## src/rtl/baud_div_pkg.sv

```systemverilog
package baud_div_pkg;
  typedef struct packed {
    logic reload;  // restart period from new divisor
    logic wrap;    // terminal count on a tick: reload from held divisor
    logic dec;     // ordinary tick: count down
    logic step;    // tick that advances the period (no write)
  } divCtl_t;
endpackage

```

## src/rtl/baud_div_ctrl.sv

```systemverilog
module baud_div_ctrl
  import baud_div_pkg::*;
(
  input  logic    refTick,
  input  logic    wrLo,
  input  logic    wrHi,
  input  logic    atOne,
  output divCtl_t ctl
);
  logic anyWrite;

  always_comb begin
    anyWrite   = wrLo | wrHi;
    ctl.reload = anyWrite;
    ctl.step   = refTick & ~anyWrite;
    ctl.wrap   = ctl.step & atOne;
    ctl.dec    = ctl.step & ~atOne;
  end
endmodule

```

## src/rtl/baud_div_dp.sv

```systemverilog
module baud_div_dp
  import baud_div_pkg::*;
#(
  parameter int BYTE_W = 8,
  localparam int NUM_LANES = 2,
  localparam int DIV_W = NUM_LANES * BYTE_W
) (
  input  logic              clk,
  input  logic              rstN,
  input  divCtl_t           ctl,
  input  logic              wrLo,
  input  logic              wrHi,
  input  logic [BYTE_W-1:0] wrData,
  output logic              atOne,
  output logic [DIV_W-1:0]  divQ,
  output logic [DIV_W-1:0]  cntQ,
  output logic              baudOut
);
  logic [NUM_LANES-1:0] wrLane;
  logic [DIV_W-1:0]     nextDiv;
  logic [DIV_W-1:0]     effNow;
  logic                 toggleQ;
  logic                 lowPhase;

  function automatic logic [DIV_W-1:0] effOf(input logic [DIV_W-1:0] d);
    return (d == '0) ? DIV_W'(3) : d;
  endfunction

  assign wrLane = {wrHi, wrLo};

  for (genvar i = 0; i < NUM_LANES; i++) begin : gLane
    assign nextDiv[i*BYTE_W +: BYTE_W] = wrLane[i] ? wrData : divQ[i*BYTE_W +: BYTE_W];
  end

  always_ff @(posedge clk) begin
    if (!rstN) begin
      divQ    <= '0;
      cntQ    <= DIV_W'(3);
      toggleQ <= 1'b0;
    end else begin
      divQ <= nextDiv;
      if (ctl.reload)    cntQ <= effOf(nextDiv);
      else if (ctl.wrap) cntQ <= effOf(divQ);
      else if (ctl.dec)  cntQ <= cntQ - DIV_W'(1);
      if (ctl.reload)    toggleQ <= 1'b0;
      else if (ctl.step) toggleQ <= ~toggleQ;
    end
  end

  always_comb begin
    effNow   = effOf(divQ);
    atOne    = (cntQ == DIV_W'(1));
    lowPhase = (cntQ == effNow) ||
               ((effNow >= DIV_W'(3)) && (cntQ == effNow - DIV_W'(1)));
    baudOut  = (divQ == DIV_W'(1)) ? toggleQ : ~lowPhase;
  end
endmodule

```

## src/rtl/baud_divider.sv

```systemverilog
module baud_divider
  import baud_div_pkg::*;
#(
  parameter int BYTE_W = 8,
  localparam int DIV_W = 2 * BYTE_W
) (
  input  logic              clk,
  input  logic              rstN,
  input  logic              refTick,
  input  logic              wrLo,
  input  logic              wrHi,
  input  logic [BYTE_W-1:0] wrData,
  output logic              baudOut
);
  divCtl_t          ctl;
  logic             atOne;
  logic [DIV_W-1:0] divQ;
  logic [DIV_W-1:0] cntQ;

  baud_div_ctrl uCtrl (
    .refTick(refTick), .wrLo(wrLo), .wrHi(wrHi), .atOne(atOne), .ctl(ctl)
  );

  baud_div_dp #(.BYTE_W(BYTE_W)) uDp (
    .clk(clk), .rstN(rstN), .ctl(ctl), .wrLo(wrLo), .wrHi(wrHi),
    .wrData(wrData), .atOne(atOne), .divQ(divQ), .cntQ(cntQ), .baudOut(baudOut)
  );
endmodule

```

## config.mk

```make
export PLATFORM = sky130hd
export DESIGN_NAME = baud_divider
export DESIGN_NICKNAME = d
export VERILOG_FILES = /design/src/rtl/baud_div_pkg.sv /design/src/rtl/baud_div_ctrl.sv /design/src/rtl/baud_div_dp.sv /design/src/rtl/baud_divider.sv
export SDC_FILE = /design/constraint.sdc
export NUM_CORES = 1
export LEC_CHECK = 0
export BUFFER_PORTS_ARGS = -buffer_cell sky130_fd_sc_hd__buf_2
export CORE_ASPECT_RATIO = 1.1
export CORE_MARGIN = 2
export CORE_UTILIZATION = 58
export CTS_CLUSTER_SIZE = 24
export DETAILED_ROUTE_END_ITERATION = 10
export GPL_TIMING_DRIVEN = 0
export PLACE_DENSITY = 0.76
export SLEW_MARGIN = 20
export SYNTH_ARGS = -nofsm -noshare
export SYNTH_HDL_FRONTEND = slang
export SYNTH_HIERARCHICAL = 1
export SYNTH_SLANG_ARGS = --single-unit
```

## constraint.sdc

```tcl
create_clock -name clk -period 5.95 [get_ports clk]
set_input_delay 1.19 -clock clk [delete_from_list [all_inputs] [get_ports clk]]
set_output_delay 1.19 -clock clk [all_outputs]
set_load 0.03 [all_outputs]
```

### Word level (Yosys, flattened, before mapping)

Index checks and enable logic that the tools add are counted.

| storage, ports and cells | value |
|---|---|
| register bits after elaboration | 33 |
| input port bits | 13 |
| output and inout bits | 1 |
| word-level logic and storage cells | 33 |

| operators by class | value |
|---|---|
| $add $sub $neg | 2 |
| order comparisons | 1 |
| eq/ne operators | 4 |
| mux-type cells | 8 |
| bitwise logic cells | 9 |
| reduce and logical (&&, ||, !) cells | 6 |

Operators with widths:

| cell | number |
|---|---|
| two-way mux 16 bit | 5 |
| == test 16 x 1 -> 1 bit (second input constant) | 2 |
| == test 16 bit | 2 |
| zero test 16 bit | 2 |
| subtractor 16 x 1 -> 16 bit (second input constant) | 2 |
| >= comparator 16 x 2 -> 1 bit (second input constant) | 1 |
| two-way mux 8 bit | 2 |
| inverter 1 bit | 5 |
| AND 1 bit | 3 |
| nonzero test 3 bit | 1 |
| OR reduction 2 bit | 1 |
| logical AND 1 bit | 1 |
| logical OR 1 bit | 1 |
| two-way mux 1 bit | 1 |
| OR 1 bit | 1 |

### Longest topological paths before layout

| logic depth | value |
|---|---|
| depth in word-level cells | 8 |
| depth in mapped cells | 14 |
| mapped depth without buffers | 13 |

### By module

The synthesis kept the hierarchy.

Modules (own cells, without submodules):

| module | times used | cells an instance | area each (um^2) |
|---|---|---|---|
| baud_div_dp | 1 | 344 | 2712.6 |
| baud_div_ctrl | 1 | 5 | 48.8 |

### Worst setup path after synthesis

Ideal clock, no wire load.

| timing path | value |
|---|---|
| path kind | flip-flop to output port |
| start | register uDp.divQ[3] |
| end | output baudOut |
| data arrival time | 2.717 ns |
| slack | 2.043 ns |
| cell stages (with the launch flop) | 13 |
| cells stage by stage | dfxtp_1 -> buf_6 -> nor4_4 -> nand4_4 -> o21bai_1 -> inv_1 -> ha_1 -> nand3_1 -> and2_1 -> nor4_1 -> a31oi_1 -> a211oi_1 -> a31oi_1 |

| between the ends | value |
|---|---|
| cells in the longest elaborated chain, start to end | 8 |

RTL lines:

| what | line | text |
|---|---|---|
| start: declaration | baud_div_dp.sv:15 | `output logic [DIV_W-1:0] divQ,` |
| start signal: assignment | baud_div_dp.sv:41 | `divQ <= nextDiv;` |
| zero test 16 bit | baud_div_dp.sv:26 | `return (d == '0) ? DIV_W'(3) : d;` |
| two-way mux 16 bit | baud_div_dp.sv:26 |  |
| subtractor 16 x 1 -> 16 bit | baud_div_dp.sv:54 | `((effNow >= DIV_W'(3)) && (cntQ == effNow - DIV_W'(1)));` |
| == test 16 bit | baud_div_dp.sv:54 |  |
| logical AND 1 bit | baud_div_dp.sv:54 |  |
| logical OR 1 bit | baud_div_dp.sv:53 | `lowPhase = (cntQ == effNow) \|\|` |
| inverter 1 bit | baud_div_dp.sv:55 | `baudOut = (divQ == DIV_W'(1)) ? toggleQ : ~lowPhase;` |
| two-way mux 1 bit (*) | baud_div_dp.sv:55 |  |
| end: declaration | baud_divider.sv:13 | `output logic baudOut` |

Every way passes the cells marked *; elsewhere a longest branch is shown, timed or not.

### Worst setup path after layout

| timing path | value |
|---|---|
| start | register uDp.divQ[2] |
| end | output baudOut |

Same word-level chain as after synthesis.

==> reports/summary.txt <==
CELLS AND AREA
----------------------------------------------------------------------------------------------------
Share of layout cells above drive strength 1                                                  14.32%
Layout Nets                                                                                      386
Most common cell after layout, fill and taps aside                                           dfxtp_1
Most frequent cells in the layout                                                       dfxtp_1, nor2_1, nor2b_1
# diodes                                                                                           0
Final std cell area, no fill                                                            0.002998 sq mm
Layout overhead on the synthesized area                                                       8.564%

ROUTING
----------------------------------------------------------------------------------------------------
Number of optimization iterations in the first detailed-route pass                                 5
Number of DRC markers in iteration 0                                                             246
Via-per-instance ratio                                                                         6.453
Final routed wire length divided by cell count                                              18.19 um
Number of remaining DRC errors                                                                     0
Via count of the routed design                                                                  2749
Total routed wirelength                                                                      7749 um
Antenna Violating Nets Remaining                                                                   0

SYNTH
----------------------------------------------------------------------------------------------------
Area fraction of the dominant cell type after synthesis                                       23.92%
Cells after synthesis                                                                            349
FF+latch count, synth                                                                             33
Number of distinct library cells after synthesis                                                  62
Number of enable-type register cells in the synthesized netlist                                    0
Seq/Total Area, Yosys                                                                         23.92%
Fraction of synthesis flops using an asynchronous set or reset pin                                0%
Post-synth net total                                                                             366
Post-Synthesis Mean Instance Area                                                        7.912 sq um
Leading post-synthesis cells by cell area                                               dfxtp_1, mux2i_1, nor2b_1
Synth warn                                                                                         6
Cell Area, Synth                                                                        0.002761 sq mm
Most used flip-flop cell after synthesis                                                     dfxtp_1
Biggest area consumer among synthesized cells                                                dfxtp_1

STA
----------------------------------------------------------------------------------------------------
Setup repair after global routing missed its margin                                            false
Clock period minus final worst setup slack                                                   4479 ps
Setup ws final                                                                               1471 ps
Total negative slack for setup checks                                                           0 ps
Worst-case headroom to the max-slew limit                                                     45.48%
Transition at the pin with the smallest max-transition slack                                815.7 ps
Post-route clock skew                                                                       4.075 ps
Period Utilization, post-route                                                                75.28%
Peak clock frequency supported by timing                                                   223.3 MHz
Max-slew violation count                                                                           0
Final-report setup violation count                                                                 0
Count of final hold-check violations                                                               0
Worst hold slack across all endpoints                                                       611.2 ps

WORST SETUP PATH
----------------------------------------------------------------------------------------------------
Worst setup path category                                                                 reg -> out
Reg-to-Reg Start                                                                        uDp/cntQ[1]$_SDFFE_PN1P_
Worst reg2reg path endpoint                                                             uDp/cntQ[14]$_SDFFE_PN0P_
Critical path endpoint category                                                          output port
Critical path launch point type                                                                 flop
Critical Path RT                                                                             4760 ps
FF-to-FF setup slack                                                                         2660 ps
Largest fanout on the critical path                                                                7
Data arrival time of the critical path                                                       3290 ps
Register-to-Register Path Depth                                                                   12

WORST HOLD PATH
----------------------------------------------------------------------------------------------------
Endpoint with the worst hold slack                                                      uDp/cntQ[6]$_SDFFE_PN0P_
Class of the tightest hold or removal check                                               reg -> reg
Number of stages on the worst hold path                                                            2
Min-Delay Startpoint                                                                    uDp/cntQ[6]$_SDFFE_PN0P_

CLOCK NETWORK
----------------------------------------------------------------------------------------------------
Total of cells resized after clock tree synthesis                                                  0
Number of buffers created by CTS                                                                   5
Insertion delay to the later sink of the worst-skew pair                                      290 ps
Count of buffers added by post-CTS timing repair for setup                                         0
Buffer cell driving the clock tree root                                                     clkbuf_8
Max H-tree Level                                                                                   2
Clock tree from TritonCTS                                                                        yes
Hold_buf cts                                                                                       0
Sink count of the clock tree                                                                      33
Buffers from clock root to sink, at most                                                           2
Clock-pin slew reported for the worst setup and hold paths after clock tree synthesis          70 ps

GLOBAL ROUTE
----------------------------------------------------------------------------------------------------
All-Layer GR Usage                                                                            29.34%
Vias in the first global route                                                                  2495
Antenna violations before repair                                                                   0
Pin count of the biggest net entering global routing                                              11
GR Overflow Total                                                                                  0
Wire length of the first global-routing pass                                                12450 um

POWER AND IR DROP
----------------------------------------------------------------------------------------------------
PD cells                                                                                218.9 mW/mm^2
Net switching fraction of the power                                                           34.95%
Leakage power                                                                               1.164 nW
Sequential share of power                                                                      38.6%
Internal power component                                                                 0.0004268 W
Power spent charging and discharging nets                                                0.0002294 W
Worst IR drop on VDD                                                                        196.9 uV
Final Total Pwr                                                                          0.0006562 W
Fraction of power consumed by combinational cells                                              32.3%
Clock power share                                                                              29.0%

PLACE
----------------------------------------------------------------------------------------------------
Worst slack, placed                                                                          1786 ps
PortBufs                                                                                          13
Cell Area, Placed                                                                       0.002897 sq mm
DP Wirelength                                                                                5770 um
Last weighted congestion value of the routability-driven placer                               0.9134

DIE
----------------------------------------------------------------------------------------------------
Number of rows created at floorplan                                                               26
Ports placed on the boundary                                                                      14
Starting density of the core                                                                  59.78%
Overall die width                                                                           69.79 um
Die Y-Extent                                                                                76.37 um
Core outline area                                                                       0.004619 sq mm
Full die area                                                                           0.005330 sq mm

FLOW RUN
----------------------------------------------------------------------------------------------------
Max Cap Viol                                                                                       0

OUTCOME
----------------------------------------------------------------------------------------------------
Run status                                                                              finished clean

## kinds of logic after synthesis
| family | synth area share, % |
|---|---|
| fa+ha+maj | 1.812 |
| mux | 7.385 |
| compound gates | 20.53 |
| simple gates | 30.22 |
| xor+xnor | 9.198 |
| buf+inv | 6.932 |
| flops | 23.92 |
## per-layer routing
layer	track usage [%]	wire length, um
met1	39.54	3236
met3	4.630	645
met4	14.04	216
met2	45.62	3650
met5	0	0
## state kept, by name (all words and copies together), names as in the netlist
name	cells
uDp/cntQ	16
uDp/divQ	16
uDp/toggleQ	1
## synth_stat cells (all sizes together) (3+ instances only)
master	instances
a211oi	9
xnor2	14
clkbuf	19
nor2b	23
o221ai	4
a22oi	4
a2bb2oi	6
nor3	16
or3	4
nand2	23
a21oi	14
ha	4
mux2	3
nand3	9
buf	12
o21ai	17
and2	4
nor2	29
o41ai	3
dfxtp	33
xor2	15
o22ai	3
a31oi	4
nor3b	5
mux2i	17
inv	14
nor4	11
## worst max-delay path, cell delays in order, from the launching register on
cell      delay [ps]
dfxtp_1          300
buf_2            170
nor4_4           490
nand4_4          250
o21bai_1         360
inv_1             90
ha_1             260
nand3_1          130
nor2_1            70
nor4_1           270
a31oi_1           70
a211oi_1         260
a31oi_1          110
buf_2            190
## through the flow
step	utilization, %	cells
final	64.90	426
after global routing	64.90	426
after CTS	64.90	426
after detailed placement	62.70	418
after global placement	62.70	418
after floorplan	-	349
## layout make-up
class                           count  area [sq um]
Clock buffer                        7         96.34
Timing Repair Buffer               13         65.06
Clock inverter                      1         5.005
Inverter                           14         52.55
Fill cell                         431          1622
Tap cell                           56         70.07
Multi-Input combinational cell    271          1909
Buffer                             31         138.9
Sequential cell                    33         660.6
## worst max-delay path by stage
stage | startpoint | slack [ps] | cells past startpoint | to
floorplan | uDp/divQ[3]$_SDFF_PN0_ | 2040 | 12 | baudOut
global placement | uDp/divQ[2]$_SDFF_PN0_ | 1850 | 13 | baudOut
detailed placement | uDp/divQ[2]$_SDFF_PN0_ | 1790 | 13 | baudOut
CTS | uDp/divQ[2]$_SDFF_PN0_ | 1460 | 13 | baudOut
global route | uDp/divQ[2]$_SDFF_PN0_ | 1120 | 13 | baudOut
finish | uDp/divQ[2]$_SDFF_PN0_ | 1470 | 13 | baudOut
## power by group through the flow
stage               Sequential [W]  Combinational (W)  Clock (W)
global placement          0.000257           0.000203          0
global route              0.000255           0.000233   0.000201
finish                    0.000253           0.000212   0.000190
floorplan                 0.000253           0.000161          0
detailed placement        0.000258           0.000207          0
CTS                       0.000253           0.000208   0.000194
Note: power is estimated with default switching activity, not from simulation.
